[config.mk]
export PLATFORM = sky130hd
export DESIGN_NAME = rtc_alarm_match
export DESIGN_NICKNAME = d
export VERILOG_FILES = /design/src/rtl/rtc_alarm_pkg.sv /design/src/rtl/alarm_dp.sv /design/src/rtl/alarm_ctrl.sv /design/src/rtl/rtc_alarm_match.sv
export SDC_FILE = /design/constraint.sdc
export NUM_CORES = 1
export LEC_CHECK = 0
export BUFFER_PORTS_ARGS = -buffer_cell sky130_fd_sc_hd__clkbuf_2
export CAP_MARGIN = 20
export CORE_AREA = 2 2 42 44
export CTS_CLUSTER_SIZE = 10
export DETAILED_ROUTE_END_ITERATION = 10
export DIE_AREA = 0 0 44 46
export PLACE_DENSITY = 0.86
export SYNTH_ARGS = -nofsm -noshare
export SYNTH_HDL_FRONTEND = slang
export SYNTH_HIERARCHICAL = 1
export SYNTH_SLANG_ARGS = --single-unit
[constraint.sdc]
create_clock -name clk -period 3.05 [get_ports clk]
set_clock_uncertainty 0.05 [all_clocks]
set_input_delay 0.61 -clock clk [delete_from_list [all_inputs] [get_ports clk]]
set_output_delay 0.61 -clock clk [all_outputs]
set_load 0.1 [all_outputs]
[src/rtl/rtc_alarm_pkg.sv]
package rtc_alarm_pkg;
  // strobes sent from control to datapath
  typedef struct packed {
    logic setFlag;
    logic clrFlag;
  } flagStrobe_t;
endpackage

[src/rtl/alarm_dp.sv]
module alarm_dp
  import rtc_alarm_pkg::*;
#(
  parameter int N_FIELDS = 4,
  parameter int FIELD_W  = 8
) (
  input  logic                              clk,
  input  logic                              rstN,
  input  logic [N_FIELDS-1:0][FIELD_W-1:0]  curT,
  input  logic [N_FIELDS-1:0][FIELD_W-1:0]  almT,
  input  logic [N_FIELDS-1:0]               sel,
  input  flagStrobe_t                       st,
  output logic                              hit,
  output logic                              flagQ
);
  logic [N_FIELDS-1:0] fieldOk;

  // a field passes when excluded or equal
  for (genvar i = 0; i < N_FIELDS; i++) begin : g_cmp
    assign fieldOk[i] = sel[i] | (curT[i] == almT[i]);
  end

  // all-excluded means alarm disabled
  assign hit = (&fieldOk) & ~(&sel);

  always_ff @(posedge clk) begin
    if (!rstN)            flagQ <= 1'b0;
    else if (st.setFlag)  flagQ <= 1'b1;
    else if (st.clrFlag)  flagQ <= 1'b0;
  end

  always @(posedge clk) begin
    if (rstN) AST_STROBE_EXCL: assert (!(st.setFlag && st.clrFlag));
  end
endmodule

[src/rtl/alarm_ctrl.sv]
module alarm_ctrl
  import rtc_alarm_pkg::*;
(
  input  logic        secTick,
  input  logic        hit,
  input  logic        flagRead,
  output flagStrobe_t st
);
  always_comb begin
    st.setFlag = secTick & hit;
    // a set in the same cycle takes priority over the read clear
    st.clrFlag = flagRead & ~st.setFlag;
  end
endmodule

[src/rtl/rtc_alarm_match.sv]
module rtc_alarm_match
  import rtc_alarm_pkg::*;
#(
  parameter int FIELD_W = 8
) (
  input  logic               clk,
  input  logic               rstN,
  input  logic               secTick,
  input  logic [FIELD_W-1:0] curDate,
  input  logic [FIELD_W-1:0] curHour,
  input  logic [FIELD_W-1:0] curMin,
  input  logic [FIELD_W-1:0] curSec,
  input  logic [FIELD_W-1:0] almDate,
  input  logic [FIELD_W-1:0] almHour,
  input  logic [FIELD_W-1:0] almMin,
  input  logic [FIELD_W-1:0] almSec,
  input  logic [3:0]         almSel,
  input  logic               irqEn,
  input  logic               flagRead,
  output logic               alarmFlag,
  output logic               irqOut
);
  localparam int N_FIELDS = 4;

  logic [N_FIELDS-1:0][FIELD_W-1:0] curT, almT;
  flagStrobe_t st;
  logic        hit;

  // index order: 0 seconds, 1 minutes, 2 hours, 3 day of month
  assign curT = {curDate, curHour, curMin, curSec};
  assign almT = {almDate, almHour, almMin, almSec};

  alarm_ctrl u_ctrl (
    .secTick (secTick),
    .hit     (hit),
    .flagRead(flagRead),
    .st      (st)
  );

  alarm_dp #(.N_FIELDS(N_FIELDS), .FIELD_W(FIELD_W)) u_dp (
    .clk  (clk),
    .rstN (rstN),
    .curT (curT),
    .almT (almT),
    .sel  (almSel),
    .st   (st),
    .hit  (hit),
    .flagQ(alarmFlag)
  );

  assign irqOut = alarmFlag & irqEn;

  AST_DISABLED_NO_SET: assert property (@(posedge clk) disable iff (!rstN)
    (almSel == 4'hF && !alarmFlag) |=> !alarmFlag);
  AST_NO_TICK_NO_SET: assert property (@(posedge clk) disable iff (!rstN)
    (!secTick && !alarmFlag) |=> !alarmFlag);
  AST_EXACT_SETS: assert property (@(posedge clk) disable iff (!rstN)
    (secTick && almSel == 4'h0 && curDate == almDate && curHour == almHour
     && curMin == almMin && curSec == almSec) |=> alarmFlag);
  AST_READ_CLEARS: assert property (@(posedge clk) disable iff (!rstN)
    (flagRead && !secTick) |=> !alarmFlag);
  AST_STICKY: assert property (@(posedge clk) disable iff (!rstN)
    (alarmFlag && !flagRead) |=> alarmFlag);
  AST_IRQ_GATED: assert property (@(posedge clk) disable iff (!rstN)
    !irqEn |-> !irqOut);
endmodule

==> out/metrics.csv <==
metric,value,unit
drtAntennaViolNets,0,
gp_congestion,0.660,
grt_pass1_vias,611,
dp_hpwl,1.37,mm
grt_pass1_wl,2.06,mm
timing.hold.ws,547,ps
reg.largest.list,u_dp/flagQ x1,
cts.clk_slew.worst_paths,0,ps
ys_types,10,
post-cts-setup-buffers,0,
dr.pass1.iters,4,
ys_seq_elements,1,
cpMostUsedCell,nor4_1,
die_h,46,um
drcViolationCount,0,
antennaDiodeCount,0,
syn_avg_cell_area,7.96,um2
status,"finished, final reports clean",
dr_total_vias,655,
yosysSeqAreaShare,4.75,%
hold_path_class,reg -> reg,
cpMaxStageDelayCell,nor4_1,
critPathArrivalTime,2010,ps
synth_area_leaders,"xor2_1 66%, nor4_1 13%, dfxtp_1 4.7%",
place_area,813,um2
yosys-top-cells-count,"32 x xor2_1, 9 x nor4_1, 3 x a21oi_1",
start_util,26.1,%
die_area,2020,um2
cts_resized,0,
path_cells,clkbuf_2 > xor2_1 > nor4_1 > a31oi_1 > nor4_1 > a21boi_1 > nor2b_1 > o21a_1,
final_nets,202,
synth-async-reset-ratio,0,%
yosys.area.top_type,xor2_1,
combPwrFrac,87.1,%
met2_usage,30.6,%
yosysTopAreaCellShare,66.5,%
pwr-share-seq,12.9,%
hold_viol,0,
p_clk_share,0,%
area_growth,92.9,%
worst_pin_slew,539,ps
setup_viol,0,
overflow,0,
grt_max_degree,4,
synth_ff_type,dfxtp_1,
wl_per_cell,9.85,um
placedCellCount,144,
die_w,44,um
via_per_inst,4.55,
critical_path_class,in -> reg,
period_share,69.4,%
largest-register,u_dp/flagQ,
path_max_fanout,2,
slowest_delay,380,ps
wl,1.42,mm
slew_headroom,64.2,%
largest_reg_flops,1,
crit_path_end_kind,register,
rsz0062_at_grt,no,
maxCapViolCount,0,
grt-busiest-layer,met2,
grt_usage,12.9,%
critPathBufInv,1,
cts_hold_buf,0,
drt_iter0_drc,6,
swShare,36.0,%
design_area,813,um2
synth_edf_count,0,
finalSetupTns,0,ps
slew_viol_final,0,
path_delay_family,simple AND/OR/NAND/NOR gates,
cp-start-kind,input port,
intPower,0.0000677,W
drive_above_1_share,58.3,%
netlist_instances,53,
rows,15,
fmax,473,MHz
vdd_drop_max,0.0000700,V
io_buffers,74,
grtUsageMet3,0.794,%
insertion_delay,0,ps
antenna_found_initial,0,
core_area,1610,um2
instances_no_fill,144,
io_pins,75,
p_switching,0.0000381,W
cp.required,2940,ps
grtUsageMet1,11.0,%
power.leakage,0.485,nW
powerDensity,130,nW/um2
yosys_warnings,6,
syn_nets,126,
finalCriticalPeriod,2120,ps
synthesis.area,422,um2
synth_most_common_cell,xor2_1,
-- routing by layer --
metal	vias to the layer above	share of wire, %	wire [um]
met1	280	32	449
met4	0	0.56	8
li1	333	-	-
met5	-	0	0
met3	2	10	146
met2	40	57	815
-- cells in the final DEF (no fill, tap or decap), drive strengths merged --
cell	Yosys	final
clkbuf	0	74
dfxtp	1	1
o21a	1	1
inv	1	1
a31oi	2	2
xor2	32	32
a21boi	1	1
nor2b	1	1
and2	2	2
a21oi	3	3
nor4	9	9
-- through the flow --
step	util, %	total power, W	setup WS [ps]
floorplan	-	0.0000491	588
global placement	50.4	0.000103	1030
detailed placement	50.4	0.000106	903
CTS	50.4	0.000107	902
global route	50.4	0.000115	658
finish	50.4	0.000106	934
-- power by group through the flow --
stage / sequential (W) / combinational, W / clock (W)
2_1_floorplan: 0.0000150 / 0.0000341 / 0
3_3_place_gp: 0.0000136 / 0.0000889 / 0
3_5_place_dp: 0.0000137 / 0.0000926 / 0
4_1_cts: 0.0000137 / 0.0000933 / 0
5_1_grt: 0.0000137 / 0.000101 / 0
6_report: 0.0000137 / 0.0000922 / 0
-- logic make-up (layout without fill, tap and decap cells) --
family	after synthesis	count (layout)	synth area share, %
XOR/XNOR	32	32	66.5
flip-flops	1	1	4.75
AO/OA/AOI/OAI	7	7	10.1
AND/OR/NAND/NOR	12	12	17.8
buffers and inverters	1	75	0.889
-- tightest hold or removal path: cells and delay by family (launching register included) --
kind	cells	cell delay, ps
DFF	1	320
AOI/OAI and AO/OA	1	110
and+or+nand+nor	1	140
-- cell type report --
cell class	count	area [um2]
multi-input combinational	51	398
fill	165	801
timing repair buffer	74	370
sequential	1	20.0
tap	17	21.3
inverter	1	3.75
-- final timing paths --
check	startpoint	endpoint	slack (ps)	depth (start not counted)
min reg2reg	u_dp/flagQ$_SDFFE_PN0P_	u_dp/flagQ$_SDFFE_PN0P_	550	2
max reg2reg	u_dp/flagQ$_SDFFE_PN0P_	u_dp/flagQ$_SDFFE_PN0P_	2310	2
max	almHour[7]	u_dp/flagQ$_SDFFE_PN0P_	930	8
min	u_dp/flagQ$_SDFFE_PN0P_	u_dp/flagQ$_SDFFE_PN0P_	550	2
No activity file was read; power rests on OpenSTA's default activity.
